$ cat src/rtl/dsg_pkg.sv
package dsg_pkg;
   // Register field positions, derived from the code width
   function automatic int stretch_bit(input int code_w);
      return code_w;
   endfunction

   function automatic int viol_bit(input int code_w);
      return code_w + 1;
   endfunction

   // Tick count of the longest window (code all zeros)
   function automatic int max_ticks(input int code_w);
      return (1 << code_w) + 1;
   endfunction
endpackage

$ cat src/rtl/dsg_tick_gen.sv
module dsg_tick_gen #(
   parameter int TICKS_PER_SEC = 32768
) (
   input  logic clk,
   input  logic rst_n,
   output logic tick
);
   generate
      if (TICKS_PER_SEC == 1) begin : g_every
         assign tick = 1'b1;
      end else begin : g_count
         localparam int PW = $clog2(TICKS_PER_SEC);
         localparam logic [PW-1:0] LAST = PW'(TICKS_PER_SEC - 1);
         logic [PW-1:0] pre_q;

         always_ff @(posedge clk) begin
            if (!rst_n)        pre_q <= '0;
            else if (tick)     pre_q <= '0;
            else               pre_q <= pre_q + 1'b1;
         end
         assign tick = (pre_q == LAST);
      end
   endgenerate
endmodule

$ cat src/rtl/dsg_cfg_reg.sv
module dsg_cfg_reg #(
   parameter int CODE_W = 2
) (
   input  logic              clk,
   input  logic              rst_n,
   input  logic              wr,
   input  logic [CODE_W+1:0] wdata,
   input  logic              viol_set,
   output logic [CODE_W-1:0] code_q,
   output logic              stretch_q,
   output logic              viol_q
);
   import dsg_pkg::*;
   localparam int SB = stretch_bit(CODE_W);
   localparam int VB = viol_bit(CODE_W);

   always_ff @(posedge clk) begin
      if (!rst_n) begin
         code_q    <= '0;
         stretch_q <= 1'b0;
         viol_q    <= 1'b0;
      end else begin
         if (wr) begin
            code_q    <= wdata[CODE_W-1:0];
            stretch_q <= wdata[SB];
         end
         if (viol_set)                viol_q <= 1'b1;
         else if (wr && wdata[VB])    viol_q <= 1'b0;
      end
   end
endmodule

$ cat src/rtl/dsg_window.sv
module dsg_window #(
   parameter int CODE_W = 2,
   parameter int CNT_W  = 3
) (
   input  logic              clk,
   input  logic              rst_n,
   input  logic              req,
   input  logic              tick,
   input  logic [CODE_W-1:0] code,
   input  logic              stretch,
   output logic              out_q,
   output logic              win_done,
   output logic              viol_set,
   output logic [CNT_W-1:0]  tick_cnt
);
   import dsg_pkg::*;
   localparam int MAXT = max_ticks(CODE_W);
   localparam logic [CNT_W-1:0] MAXC = CNT_W'(MAXT);

   logic [CNT_W-1:0] need;
   logic             hold;
   logic             out_d;

   always_comb begin
      need     = MAXC - CNT_W'(code);
      win_done = (tick_cnt >= need);
      hold     = out_q && stretch && !win_done;
      out_d    = out_q ? (req || hold) : req;
      viol_set = out_q && !out_d && !win_done;
   end

   always_ff @(posedge clk) begin
      if (!rst_n) begin
         out_q    <= 1'b0;
         tick_cnt <= '0;
      end else begin
         out_q <= out_d;
         if (!out_q)                        tick_cnt <= '0;
         else if (tick && tick_cnt != MAXC) tick_cnt <= tick_cnt + 1'b1;
      end
   end
endmodule

$ cat src/rtl/dram_sleep_guard.sv
module dram_sleep_guard #(
   parameter int TICKS_PER_SEC = 32768,
   parameter int CODE_W        = 2
) (
   input  logic              clk,
   input  logic              rst_n,
   input  logic              sleep_req,
   input  logic              cfg_wr,
   input  logic [CODE_W+1:0] cfg_wdata,
   output logic [CODE_W+1:0] cfg_rdata,
   output logic              sleep_out
);
   import dsg_pkg::*;
   localparam int MAXT  = max_ticks(CODE_W);
   localparam int CNT_W = $clog2(MAXT + 1);

   generate
      if (TICKS_PER_SEC < 1) begin : g_bad_tps
         $error("TICKS_PER_SEC must be at least 1");
      end
      if (CODE_W < 1 || CODE_W > 4) begin : g_bad_code
         $error("CODE_W must be between 1 and 4");
      end
   endgenerate

   logic              tick;
   logic [CODE_W-1:0] code_q;
   logic              stretch_q;
   logic              viol_q;
   logic              viol_set;
   logic              win_done;
   logic [CNT_W-1:0]  tick_cnt;

   dsg_tick_gen #(.TICKS_PER_SEC(TICKS_PER_SEC)) u_tick (
      .clk  (clk),
      .rst_n(rst_n),
      .tick (tick)
   );

   dsg_cfg_reg #(.CODE_W(CODE_W)) u_cfg (
      .clk      (clk),
      .rst_n    (rst_n),
      .wr       (cfg_wr),
      .wdata    (cfg_wdata),
      .viol_set (viol_set),
      .code_q   (code_q),
      .stretch_q(stretch_q),
      .viol_q   (viol_q)
   );

   dsg_window #(.CODE_W(CODE_W), .CNT_W(CNT_W)) u_win (
      .clk     (clk),
      .rst_n   (rst_n),
      .req     (sleep_req),
      .tick    (tick),
      .code    (code_q),
      .stretch (stretch_q),
      .out_q   (sleep_out),
      .win_done(win_done),
      .viol_set(viol_set),
      .tick_cnt(tick_cnt)
   );

   assign cfg_rdata = {viol_q, stretch_q, code_q};
endmodule

$ cat config.mk
export PLATFORM = sky130hd
export DESIGN_NAME = dram_sleep_guard
export DESIGN_NICKNAME = d
export VERILOG_FILES = /design/src/rtl/dsg_pkg.sv /design/src/rtl/dsg_tick_gen.sv /design/src/rtl/dsg_cfg_reg.sv /design/src/rtl/dsg_window.sv /design/src/rtl/dram_sleep_guard.sv
export SDC_FILE = /design/constraint.sdc
export NUM_CORES = 1
export LEC_CHECK = 0
export BUFFER_PORTS_ARGS = -buffer_cell sky130_fd_sc_hd__buf_2
export CORE_AREA = 2 2 50 52
export DETAILED_ROUTE_END_ITERATION = 7
export DIE_AREA = 0 0 52 54
export GPL_TIMING_DRIVEN = 0
export PLACE_DENSITY = 0.71
export RECOVER_POWER = 100
export SKIP_LAST_GASP = 1
export SYNTH_ARGS = -nofsm -noshare
export SYNTH_HDL_FRONTEND = slang
export SYNTH_HIERARCHICAL = 1
export SYNTH_SLANG_ARGS = --single-unit
export TNS_END_PERCENT = 30
$ cat constraint.sdc
create_clock -name clk -period 2.58 [get_ports clk]
set_input_delay 0.258 -clock clk [delete_from_list [all_inputs] [get_ports clk]]
set_output_delay 0.258 -clock clk [all_outputs]
set_load 0.02 [all_outputs]
-- Yosys cells after proc, flatten, opt, wreduce, memory -nomap -nowiden
Index checks and enable logic that the tools add are counted.
- flip-flop bits (word level): 23
- output and inout bits: 5
- word-level logic and storage cells: 28
- $add $sub $neg: 3
- order comparisons: 1
- equality and inequality tests: 2
- mux-type cells: 3
- bitwise operators: 1
- reduce and logical (&&, ||, !) cells: 12
- operators by type and width (cell ; number):
    adder 15 x 1 -> 15 bit (second input constant) ; 1
    == test 15 bit (second input constant) ; 1
    logical AND 1 bit ; 6
    adder 3 x 1 -> 3 bit (second input constant) ; 1
    greater-or-equal comparator 3 bit ; 1
    2-to-1 mux 1 bit ; 3
    != test 3 bit (second input constant) ; 1
    subtractor 3 x 2 -> 3 bit (first input constant) ; 1
    logical NOT 1 bit ; 2
    AND reduction 2 bit ; 1
    nonzero test 2 bit ; 1
    OR reduction 2 bit ; 1
    logical OR 1 bit ; 1
    inverter 1 bit ; 1

-- Logic depth before layout (Yosys ltp)
Gate-level depths: netlist (run 1).
- depth after elaboration: 10
- mapped depth: 7
- gate-level depth less buffers: 7

-- By module
The synthesis (run 1) kept the hierarchy.
- by module, submodules not included (module ; instances ; cells each ; area each (um^2) ; sequential area each (um^2)):
    dsg_tick_gen ; 1 ; 69 ; 700.7 ; 300.3
    dsg_window ; 1 ; 30 ; 282.8 ; 80.1
    dsg_cfg_reg ; 1 ; 13 ; 143.9 ; 80.1
    dram_sleep_guard ; 1 ; 2 ; 15.0 ; 0.0

-- Least setup slack after synthesis (run 1)
No wires, ideal clock.
- path type: register -> register
- start: register u_tick.g_count.pre_q[0]
- end: register u_win.tick_cnt[1]
- arrival time: 1627 ps
- data required time: 2501 ps
- slack: 873 ps
- stages on the path, launching flop included: 7
- buffers on the path: 0
- clock period less this slack: 1707 ps
- cells stage by stage: dfxtp_1 > ha_1 > nand3_2 > nor4_1 > a21boi_4 > nor2_1 > a211oi_2
- word-level cells in the longest chain between the ends: 2
- RTL lines (element ; line ; text):
    from (decl) ; dsg_tick_gen.sv:14 ; logic [PW-1:0] pre_q;
    from (signal assigned) ; dsg_tick_gen.sv:19 ; else pre_q <= pre_q + 1'b1;
    == test 15 bit ; dsg_tick_gen.sv:21 ; assign tick = (pre_q == LAST);
    via tick ; dram_sleep_guard.sv:26 ; logic tick;
    logical AND 1 bit ; dsg_window.sv:39 ; else if (tick && tick_cnt != MAXC) tick_cnt <= tick_cnt + 1'b1;
    to (signal assigned) ; dsg_window.sv:39 ;
    to (decl) ; dsg_window.sv:14 ; output logic [CNT_W-1:0] tick_cnt
The timed path passes the listed nets, and every way through them passes these cells.
A chain may end at the register's enable or synchronous reset.

-- Final worst setup path (run 1)
Ends and elaborated chain as after synthesis.

==> results of run 1 <==
[per-layer routing]
metal  GRT usage [%]  vias to the layer above  wire length [um]
li1                -                      422                 -
met1            18.5                      385               900
met2            26.2                       15               897
met3            2.50                        2                58
met4            9.21                        0                27
met5               0                        -                 0
[sequential cells by signal, summed over array words and instances, names as in the netlist]
name	cells
u_win/out_q	1
u_cfg/code_q	2
u_tick/g_count.pre_q	15
u_win/tick_cnt	3
u_cfg/viol_q	1
u_cfg/stretch_q	1
[through the flow]
step           hold WS, ns  cells
2_1_floorplan        0.358    114
3_3_place_gp         0.443    156
3_5_place_dp         0.461    156
4_1_cts              0.129    160
5_1_grt              0.150    160
6_report             0.136    160
[cell families (layout without fill, tap and decap cells)]
family	Yosys count	count (layout)	share of synthesized area [%]
AND/OR/NAND/NOR	47	47	27.2
multiplexers	3	3	2.63
adder cells (fa/ha/maj)	6	6	6.57
AO/OA/AOI/OAI	13	13	10.2
XOR/XNOR	12	12	9.20
buffers and inverters	10	26	3.94
flip-flops	23	23	40.3
[cell type report]
cell class	instances	area, um2	area share (%)
clock buffers	4	26.3	2.13
well taps	30	37.5	3.04
inverters	8	30.0	2.43
multi-input cells	81	611	49.5
plain buffers	2	15.0	1.22
repair buffers	12	53.8	4.36
flip-flops and latches	23	460	37.3
[where the power goes]
part / total [W] / internal (W) / switching, W / leakage (nW)
Sequential: 0.000371 / 0.000364 / 0.00000729 / 0.187
Clock: 0.000161 / 0.0000602 / 0.000101 / 0.0150
Combinational: 0.0000437 / 0.0000191 / 0.0000246 / 0.297
Total: 0.000576 / 0.000443 / 0.000133 / 0.498
[worst min path at each step]
| stage | slack, ns | startpoint | endpoint | cells after the start |
|---|---|---|---|---|
| after floorplan | 0.36 | cfg_wr | u_cfg/viol_q$_SDFFE_PN0P_ | 1 |
| after global placement | 0.44 | u_tick/g_count.pre_q[0]$_SDFF_PP0_ | u_tick/g_count.pre_q[0]$_SDFF_PP0_ | 1 |
| after CTS | 0.13 | cfg_wdata[3] | u_cfg/viol_q$_SDFFE_PN0P_ | 2 |
| after global routing | 0.15 | cfg_wdata[3] | u_cfg/viol_q$_SDFFE_PN0P_ | 2 |
| final | 0.14 | cfg_wdata[3] | u_cfg/viol_q$_SDFFE_PN0P_ | 2 |
| after detailed placement | 0.46 | u_tick/g_count.pre_q[0]$_SDFF_PP0_ | u_tick/g_count.pre_q[0]$_SDFF_PP0_ | 1 |
[worst reg2reg max path, cell delays in order (launching register included)]
cell and delay [ns]:
dfxtp_1 0.39, ha_1 0.19, nand3_1 0.33, nor4_1 0.55, a21boi_4 0.28, nor2_1 0.06
a211oi_1 0.24
[layout by cell type, fill, tap and decap left out, drive strengths merged, types with 2 or more instances in the layout]
cell type	instances
a21boi	2
dfxtp	23
nor2	11
nor4b	2
inv	8
buf	9
nor4	2
clkbuf	9
mux2i	3
o21ai	5
nand4	3
xnor2	4
nand3	5
and2	4
xor2	8
nand2	7
a21oi	3
nor3	3
ha	6
or3	2
nor2b	4
==> metrics.md, run 1 <==
| Metric | Value |
|---|---|
| Crit start category | `flip-flop` |
| Fill cells | `221` |
| Final Core Density | `53.2%` |
| Die ar. | `0.00281 mm2` |
| # Post-CTS Setup Buffers | `0` |
| Leak | `0.498 nW` |
| Cts bufs inserted | `3` |
| Drt first pass iters | `4` |
| Starting DRC count in detailed routing | `11` |
| CTS Buffer Depth | `2` |
| Count leader, synth | `dfxtp_1` |
| Post-Syn Instances | `114` |
| Vias/cell | `5.15` |
| Syn. warnings | `6` |
| Worst Setup Path Type | `flip-flop to flip-flop` |
| Async S/R FF share, synth | `0%` |
| Worst-path clk slew | `between 0.1 and 0.15 ns` |
| Placed inst area | `0.00124 mm2` |
| Die width | `52 um` |
| Share of post-route cells with drive strength above 1 | `14.6%` |
| Most used DFF post-synth | `dfxtp_1` |
| Sum Neg Setup Slack | `0 ns` |
| H-tree depth | `1` |
| Clk sinks | `23` |
| Pin slew with the least headroom to its limit | `0.665 ns` |
| Post-synth top area share | `40.3%` |
| GRT overflow | `0` |
| Setup-failing EPs final | `0` |
| Syn_nets | `~130` |
| Largest net degree at the start of global routing | `14` |
| Sequential share of the synthesized area | `40.3%` |
| Max incr delay on CP | `0.55 ns` |
| Max-slew headroom | `55.5%` |
| Yosys reg bits | `23` |
| Row count | `18` |
| Final Skew | `0.00353 ns` |
| Worst R2R Setup Slack | `0.45 ns` |
| Final cell area excluding filler cells | `0.00123 mm2` |
| Die H | `around 54 um` |
| Commonest cells post-synth | `23 x dfxtp_1, 11 x nor2_1, 8 x inv_1, 8 x xor2_1, 7 x nand2_1` |
| Fin nets | `145` |
| Gr usage total | `roughly 15%` |
| Core Region | `0.00232 mm2` |
| Worst-Skew Late Latency | `roughly 0.30 ns` |
| Crit path max-delay family | `simple AND/OR/NAND/NOR gates` |
| Vias in the first global route | `756` |
| Area growth syn-to-layout | `8.00%` |
| Worst hold path type | `input port to flip-flop` |
| Worst r2r dst | `u_win/tick_cnt[1]$_SDFFE_PN0P_` |
| Via Count | `824` |
| Hpwl dp | `roughly 1.4 mm` |
| Reg-to-Reg Start | `u_tick/g_count.pre_q[0]$_SDFF_PP0_` |
| CTS hold repair buffers | `0` |
| First-pass GRT wire length | `between 3 and 4 mm` |
| Largest area contributor in the netlist | `dfxtp_1` |
| Routed Wire Length | `~1.9 mm` |
| Mapped cell area | `0.00114 mm2` |
| WP data required | `2.79 ns` |
| RSZ-0062 raised after global routing | `no` |
| CP endpoint | `u_win/tick_cnt[1]$_SDFFE_PN0P_` |
| CP Depth | `6` |
| Initial antenna violation count | `0` |
| Crit-path max FO | `10` |
| Clk root buf | `clkbuf_4` |
| CP endpoint kind | `flip-flop` |
| Hold Fails Final Rpt | `0` |
| Highest clock rate | `470 MHz` |
| # diodes | `0` |
| Number of remaining DRC errors | `0` |
| Post-CTS sizing | `0` |
| GP Congestion | `0.691` |
| EDFF count, synth | `0` |
| Final Total Pwr | `0.000576 W` |
| Post-DR wirelength/cell | `11.8 um` |
| Crit path setup slack, layout | `0.452 ns` |
| Syn_area_per_cell | `10.0 um2` |
| Worst Setup Slack post-DPL | `0.595 ns` |
| Slowest CP cell | `nor4_1` |
| CP Data Arrival Time | `2.34 ns` |
| Buf/Inv on CP | `0` |
| Post-route ant nets | `0` |
| Peak supply drop | `0.000374 V` |
| Synth top area cells | `dfxtp_1 40%, ha_1 6.6%, xor2_1 6.1%` |
| Port Buffer Count | `12` |
| Post-route minimum period | `approximately 2.1 ns` |
| CTS tree | `built` |
| Cell Chain, Critical Path | `ha_1 > nand3_1 > nor4_1 > a21boi_4 > nor2_1 > a211oi_1` |
| Status | `finished clean` |
| I/O Pins | `13` |
| CP Launch Point | `u_tick/g_count.pre_q[0]$_SDFF_PP0_` |
| Final period util | `82.5%` |
| Max Cap Viol | `0` |
| Slew Viols, Final | `0` |
| Initial Utilization | `49.2%` |
| R2r worst-path depth | `6` |
| Pwr dens | `~470 mW/mm2` |
| Synth unique cells | `33` |
No activity file was read; power rests on OpenSTA's default activity.
==> run 2, diff against run 1 <==
==> constraint.sdc (replaced) <==
create_clock -name clk -period 2.15 [get_ports clk]
set_input_delay 0.215 -clock clk [delete_from_list [all_inputs] [get_ports clk]]
set_output_delay 0.215 -clock clk [all_outputs]
set_load 0.02 [all_outputs]
==> run 2 against run 1 <==
Effect of this change: clock power increased by 20%; critical path depth is the same; final cell count did not move; sequential power grew 20%; design area increased by 0.81%; via count decreased by 0.36%; critical path type unchanged; largest cell class unchanged; largest power group unchanged; highest routed layer unchanged.
==> metrics.md, run 2 (synthesis results as in run 1) <==
| Metric | Value |
|---|---|
| Final Skew | `0.00353 ns (-0.00000333 ns)` |
| Max-slew headroom | `55.6% (+0.079 points)` |
| Peak supply drop | `0.000449 V (+20%)` |
| Leak | `0.499 nW (about the same)` |
| CTS tree | `built` |
| Fill cells | `219 (-0.90%)` |
| Setup-failing EPs final | `0 (unchanged)` |
| I/O Pins | `13 (unchanged)` |
| Reg-to-Reg Start | `u_tick/g_count.pre_q[0]$_SDFF_PP0_` |
| Post-CTS sizing | `0 (unchanged)` |
| Grt peak-use layer | `met2` |
| Drt first pass iters | `4 (unchanged)` |
| Slew Viols, Final | `0 (unchanged)` |
| Starting DRC count in detailed routing | `11 (unchanged)` |
| Fin nets | `145 (unchanged)` |
| Pwr dens | `556 mW/mm2 (+19%)` |
| Core Region | `0.00232 mm2 (unchanged)` |
| Via Count | `821 (-0.36%)` |
| Commonest non-fill, non-tap cells in the layout | `23 x dfxtp_1, 11 x nor2_1, 8 x inv_1, 8 x xor2_1` |
| Die ar. | `0.00281 mm2 (unchanged)` |
| Post-route ant nets | `0 (unchanged)` |
| Hold Path Origin | `cfg_wdata[3]` |
| Hold Fails Final Rpt | `0 (unchanged)` |
| Hpwl dp | `1.41 mm (unchanged)` |
| Largest Register | `u_tick/g_count.pre_q` |
| Max Cap Viol | `0 (unchanged)` |
| Port Buffer Count | `12 (unchanged)` |
| RSZ-0062 raised after global routing | `no` |
| Cell Chain, Critical Path | `ha_1 > nand3_2 > nor4_1 > a21boi_4 > nor2_1 > a211oi_2` |
| Row count | `18 (unchanged)` |
| Sum Neg Setup Slack | `0 ns (unchanged)` |
| GP Congestion | `0.691 (unchanged)` |
| Largest registers | `u_tick/g_count.pre_q (15), u_win/tick_cnt (3), u_cfg/code_q (2)` |
| GRT overflow | `0 (unchanged)` |
| Cts bufs inserted | `3 (unchanged)` |
| Crit start category | `flip-flop` |
| Highest clock rate | `509 MHz (+8.3%)` |
| Max incr delay on CP | `0.51 ns (-0.04 ns)` |
| Pin slew with the least headroom to its limit | `0.664 ns (-0.00117 ns)` |
| CTS hold repair buffers | `0 (unchanged)` |
| Clk sinks | `23 (unchanged)` |
| Sw frac | `23.2% (+0.064 points)` |
| H-tree depth | `1 (unchanged)` |
| Worst Setup Path Type | `flip-flop to flip-flop` |
| Die H | `54 um (unchanged)` |
| Post-route minimum period | `1.97 ns (-0.162 ns)` |
| # Post-CTS Setup Buffers | `0 (unchanged)` |
| Initial antenna violation count | `0 (unchanged)` |
| Worst hold path type | `input port to flip-flop` |
| Hold_ws | `0.0933 ns (-0.0430 ns)` |
| Number of remaining DRC errors | `0 (unchanged)` |
| Met3 GRT Util | `2.50% (unchanged)` |
| Grt met2 use | `26.2% (unchanged)` |
| Commonest non-fill, non-tap cell in the layout | `dfxtp_1` |
| Post-DR wirelength/cell | `11.8 um (about the same)` |
| Largest net degree at the start of global routing | `14 (unchanged)` |
| Routed Wire Length | `1.89 mm (about the same)` |
| CP Data Arrival Time | `2.19 ns (-0.15 ns)` |
| Crit-path max FO | `10 (unchanged)` |
| Reg power frac | `64.3% (about the same)` |
| Final period util | `91.4% (+8.9 points)` |
| Area growth syn-to-layout | `8.87%` |
| Share of total power in the clock network | `28.0% (about the same)` |
| Initial Utilization | `49.2% (unchanged)` |
| Clk root buf | `clkbuf_4` |
| # diodes | `0 (unchanged)` |
| CTS Buffer Depth | `2 (unchanged)` |
| P_sw | `0.000160 W (+20%)` |
| Status | `finished clean` |
| CP endpoint kind | `flip-flop` |
| Vias in the first global route | `756 (unchanged)` |
| WP data required | `2.38 ns (-0.41 ns)` |
| Max reg flops | `15 (unchanged)` |
| Die width | `52 um (unchanged)` |
| First-pass GRT wire length | `3.13 mm (unchanged)` |
| Worst-Skew Late Latency | `0.30 ns (about the same)` |
| Share of post-route cells with drive strength above 1 | `16.2% (+1.5 points)` |
| Gate power share | `7.7% (about the same)` |
| CP Launch Point | `u_tick/g_count.pre_q[0]$_SDFF_PP0_` |
| Vias/cell | `5.13 (-0.36%)` |
| Worst-path clk slew | `0.12 ns (about the same)` |
| Pint | `0.000532 W (+20%)` |
| Met1 Use GR | `18.5% (unchanged)` |
| Slowest CP cell | `nor4_1` |
| Gr usage total | `15.5% (unchanged)` |
==> run 2: cell counts in the layout (fill, tap and decap cells not counted) <==
No cell type changed its count.
==> run 2: metal layers <==
metal,part of all wire [%],vias to the layer above
met4,1.4,0
met2,47,15
met3,3.1,2
li1,-,422
met5,0,-
met1,48,382
==> run 2: area by class of cell <==
cell class / instances / area (um2) / area share [%]
tap: 30 / 37.5 / 3.02
buffer: 2 / 15.0 / 1.21
sequential: 23 / 460 / 37.0
inverter: 8 / 30.0 / 2.41
timing repair buffer: 12 / 53.8 / 4.33
clock buffer: 4 / 26.3 / 2.11
multi-input combinational: 81 / 621 / 49.9
==> run 2: worst paths after layout <==
check / end / slack (ns) / cells past startpoint
hold reg to reg: u_tick/g_count.pre_q[0]$_SDFF_PP0_ / 0.48 / 1
setup reg to reg: u_win/tick_cnt[1]$_SDFFE_PN0P_ / 0.18 / 6
hold / removal: u_cfg/viol_q$_SDFFE_PN0P_ / 0.09 / 2
setup / recovery: u_win/tick_cnt[1]$_SDFFE_PN0P_ / 0.18 / 6
==> run 2: worst max-delay path: cells and delay by family (launching register included) <==
kind / cells / cell delay [ns]
AO/OA/AOI/OAI: 2 / 0.49
AND/OR/NAND/NOR: 3 / 0.80
adder cells (fa/ha/maj): 1 / 0.21
flip-flops: 1 / 0.39
==> run 2: power by group through the flow <==
stage | combinational (W) | sequential (W) | clock [W]
global route | 0.0000599 | 0.000447 | 0.000215
detailed placement | 0.0000563 | 0.000455 | 0
floorplan | 0.0000308 | 0.000457 | 0
finish | 0.0000530 | 0.000445 | 0.000194
CTS | 0.0000565 | 0.000445 | 0.000200
global placement | 0.0000538 | 0.000454 | 0
==> run 2: metrics by stage <==
stage	power [W]	cell area, um2	setup WS, ns	cells	utilization [%]
floorplan	0.000488	1140	0.443	114	-
global placement	0.000508	1240	0.252	156	53.5
detailed placement	0.000511	1240	0.165	156	53.5
CTS	0.000702	1270	0.138	160	54.6
global route	0.000722	1240	0.0649	160	53.6
finish	0.000692	1240	0.184	160	53.6
==> run 3, diff against run 2 <==
--- a/config.mk
+++ b/config.mk
@@ -6,11 +6,13 @@
 export NUM_CORES = 1
 export LEC_CHECK = 0
 export BUFFER_PORTS_ARGS = -buffer_cell sky130_fd_sc_hd__buf_2
-export CORE_AREA = 2 2 50 52
+export CELL_PAD_IN_SITES_DETAIL_PLACEMENT = 2
+export CELL_PAD_IN_SITES_GLOBAL_PLACEMENT = 2
+export CORE_AREA = 2 2 60 62
 export DETAILED_ROUTE_END_ITERATION = 7
-export DIE_AREA = 0 0 52 54
+export DIE_AREA = 0 0 62 64
 export GPL_TIMING_DRIVEN = 0
-export PLACE_DENSITY = 0.71
+export PLACE_DENSITY = 0.74
 export RECOVER_POWER = 100
 export SKIP_LAST_GASP = 1
 export SYNTH_ARGS = -nofsm -noshare
==> run 3 against run 2 <==
Effect of this change: count of clock-buffer cells in the layout unchanged; critical path type unchanged; combinational power up 2%; register-to-register slack barely moved; largest cell class unchanged.
==> metrics.md, run 3 (synthesis results as in run 1) <==
| Metric | Value |
|---|---|
| Share of total power in the clock network | `28.7% (+0.7 points)` |
| Met3 wire length | `104 um (+79%)` |
| Via Count | `861 (+4.9%)` |
| Worst Setup Path Type | `flip-flop to flip-flop` |
| Sequential cell area | `460 um2 (unchanged)` |
| Initial Utilization | `34.8% (-14 points)` |
| Final cell count without fillers | `176 (+10%)` |
| Peak supply drop | `0.000365 V (-19%)` |
| Met1 Routed Length | `1.01 mm (+11%)` |
| Max Cap Viol | `0 (unchanged)` |
| Hpwl dp | `1.84 mm (+30%)` |
| Final Skew | `0.00511 ns (+0.00159 ns)` |
| Met2 WL | `1.22 mm (+37%)` |
| GP Congestion | `0.709 (+2.6%)` |
| Crit-path max FO | `10 (unchanged)` |
| Die H | `64 um (+19%)` |
| Gr usage total | `14.7% (-0.75 points)` |
| Uppermost layer routed | `met4` |
| Worst-path clk slew | `0.12 ns (about the same)` |
| Largest registers | `u_tick/g_count.pre_q (15), u_win/tick_cnt (3), u_cfg/code_q (2)` |
| H-tree depth | `1 (unchanged)` |
| Port Buffer Count | `12 (unchanged)` |
| # diodes | `0 (unchanged)` |
| CTS tree | `built` |
| Pint | `0.000532 W (about the same)` |
| Starting DRC count in detailed routing | `14 (+3)` |
| CP endpoint kind | `flip-flop` |
| Routed Wire Length | `2.35 mm (+25%)` |
| Row count | `21 (+3)` |
| Number of remaining DRC errors | `0 (unchanged)` |
| Max reg flops | `15 (unchanged)` |
| I/O Pins | `13 (unchanged)` |
| Clk root buf | `clkbuf_4` |
| Placed cell count | `172 (+10%)` |
| Die width | `62 um (+19%)` |
| P_sw | `0.000168 W (+5.0%)` |
| Core Region | `0.00328 mm2 (+42%)` |
| WP data required | `2.39 ns (about the same)` |
| Commonest non-fill, non-tap cells in the layout | `23 x dfxtp_1, 11 x nor2_1, 8 x inv_1, 8 x xor2_1` |
| Share of post-route cells with drive strength above 1 | `16.2% (unchanged)` |
| Vias in the first global route | `989 (+31%)` |
| Reg power frac | `63.6% (-0.7 points)` |
| Area growth syn-to-layout | `10.6%` |
| # Post-CTS Setup Buffers | `0 (unchanged)` |
| Crit start category | `flip-flop` |
| Clk sinks | `23 (unchanged)` |
| Cts bufs inserted | `3 (unchanged)` |
| Pin slew with the least headroom to its limit | `0.648 ns (-0.0159 ns)` |
| Max-slew headroom | `56.6% (+1.1 points)` |
| First-pass GRT wire length | `4.37 mm (+40%)` |
| Largest Register | `u_tick/g_count.pre_q` |
| Die ar. | `0.00397 mm2 (+41%)` |
| Pwr dens | `554 mW/mm2 (-0.39%)` |
| Post-route ant nets | `0 (unchanged)` |
| CP Data Arrival Time | `2.22 ns (+0.03 ns)` |
| Initial antenna violation count | `0 (unchanged)` |
| CTS Buffer Depth | `2 (unchanged)` |
| Status | `finished clean` |
| Leak | `0.499 nW (unchanged)` |
| Post-CTS sizing | `0 (unchanged)` |
| Gate power share | `7.7% (about the same)` |
| Setup-failing EPs final | `0 (unchanged)` |
| Fill cells | `385 (+76%)` |
| Commonest non-fill, non-tap cell in the layout | `dfxtp_1` |
| CTS hold repair buffers | `0 (unchanged)` |
| Hold Fails Final Rpt | `0 (unchanged)` |
| Largest net degree at the start of global routing | `14 (unchanged)` |
| GRT overflow | `0 (unchanged)` |
| Fin nets | `145 (unchanged)` |
| Highest clock rate | `505 MHz (-0.74%)` |
| Drt first pass iters | `3 (-1)` |
| Sum Neg Setup Slack | `0 ns (unchanged)` |
| Worst hold path type | `input port to flip-flop` |
| Area occupied by multi-input gates | `621 um2 (unchanged)` |
| Vias/cell | `4.89 (-4.7%)` |
| Post-DR wirelength/cell | `13.3 um (+13%)` |
| Sw frac | `24.0% (+0.87 points)` |
| Final period util | `92.1% (+0.68 points)` |
| Post-route minimum period | `1.98 ns (+0.0146 ns)` |
| Worst-Skew Late Latency | `0.31 ns (about the same)` |
| Slew Viols, Final | `0 (unchanged)` |
| RSZ-0062 raised after global routing | `no` |
[run 3: cell type report]
| class | count | area share, % |
|---|---|---|
| Buffer | 2 | 1.19 |
| Clock buffer | 4 | 2.08 |
| Inverter | 8 | 2.38 |
| Multi-Input combinational cell | 81 | 49.1 |
| Sequential cell | 23 | 36.4 |
| Tap cell | 46 | 4.55 |
| Timing Repair Buffer | 12 | 4.26 |
[run 3: power groups by stage]
stage	logic [W]	registers [W]	clock network (W)
floorplan	0.0000308	0.000457	0
global placement	0.0000549	0.000454	0
detailed placement	0.0000589	0.000455	0
CTS	0.0000592	0.000446	0.000214
global route	0.0000629	0.000447	0.000239
finish	0.0000538	0.000445	0.000201
[run 3: layer usage]
metal	up-vias	track usage (%)
li1	420	-
met1	423	16.8
met2	16	26.0
met3	2	5.06
met4	0	2.39
met5	-	0
[run 3: final timing paths]
kind | from | to | slack [ns] | cells after the start
setup / recovery | u_tick/g_count.pre_q[0]$_SDFF_PP0_ | u_win/tick_cnt[1]$_SDFFE_PN0P_ | 0.17 | 6
hold / removal | cfg_wdata[3] | u_cfg/viol_q$_SDFFE_PN0P_ | 0.09 | 2
setup reg to reg | u_tick/g_count.pre_q[0]$_SDFF_PP0_ | u_win/tick_cnt[1]$_SDFFE_PN0P_ | 0.17 | 6
hold reg to reg | u_tick/g_count.pre_q[0]$_SDFF_PP0_ | u_tick/g_count.pre_q[0]$_SDFF_PP0_ | 0.49 | 1
[run 3: per-stage QoR]
step                      worst slack (ns)  hold slack [ns]  util [%]  cell area, um2  power [W]
after detailed placement             0.167            0.422      38.4            1260   0.000514
after global placement               0.222            0.419      38.4            1260   0.000509
after CTS                            0.137           0.0814      39.2            1290   0.000719
final                                0.170           0.0897      38.5            1260   0.000700
after global routing                0.0157           0.0709      38.5            1260   0.000749
after floorplan                      0.443            0.315         -            1140   0.000488
[run 3: worst max-delay path: stages (launching register included)]
cell and delay [ns]:
dfxtp_1 0.40, ha_1 0.21, nand3_2 0.23, nor4_1 0.53, a21boi_4 0.30, nor2_1 0.07, a211oi_2 0.17
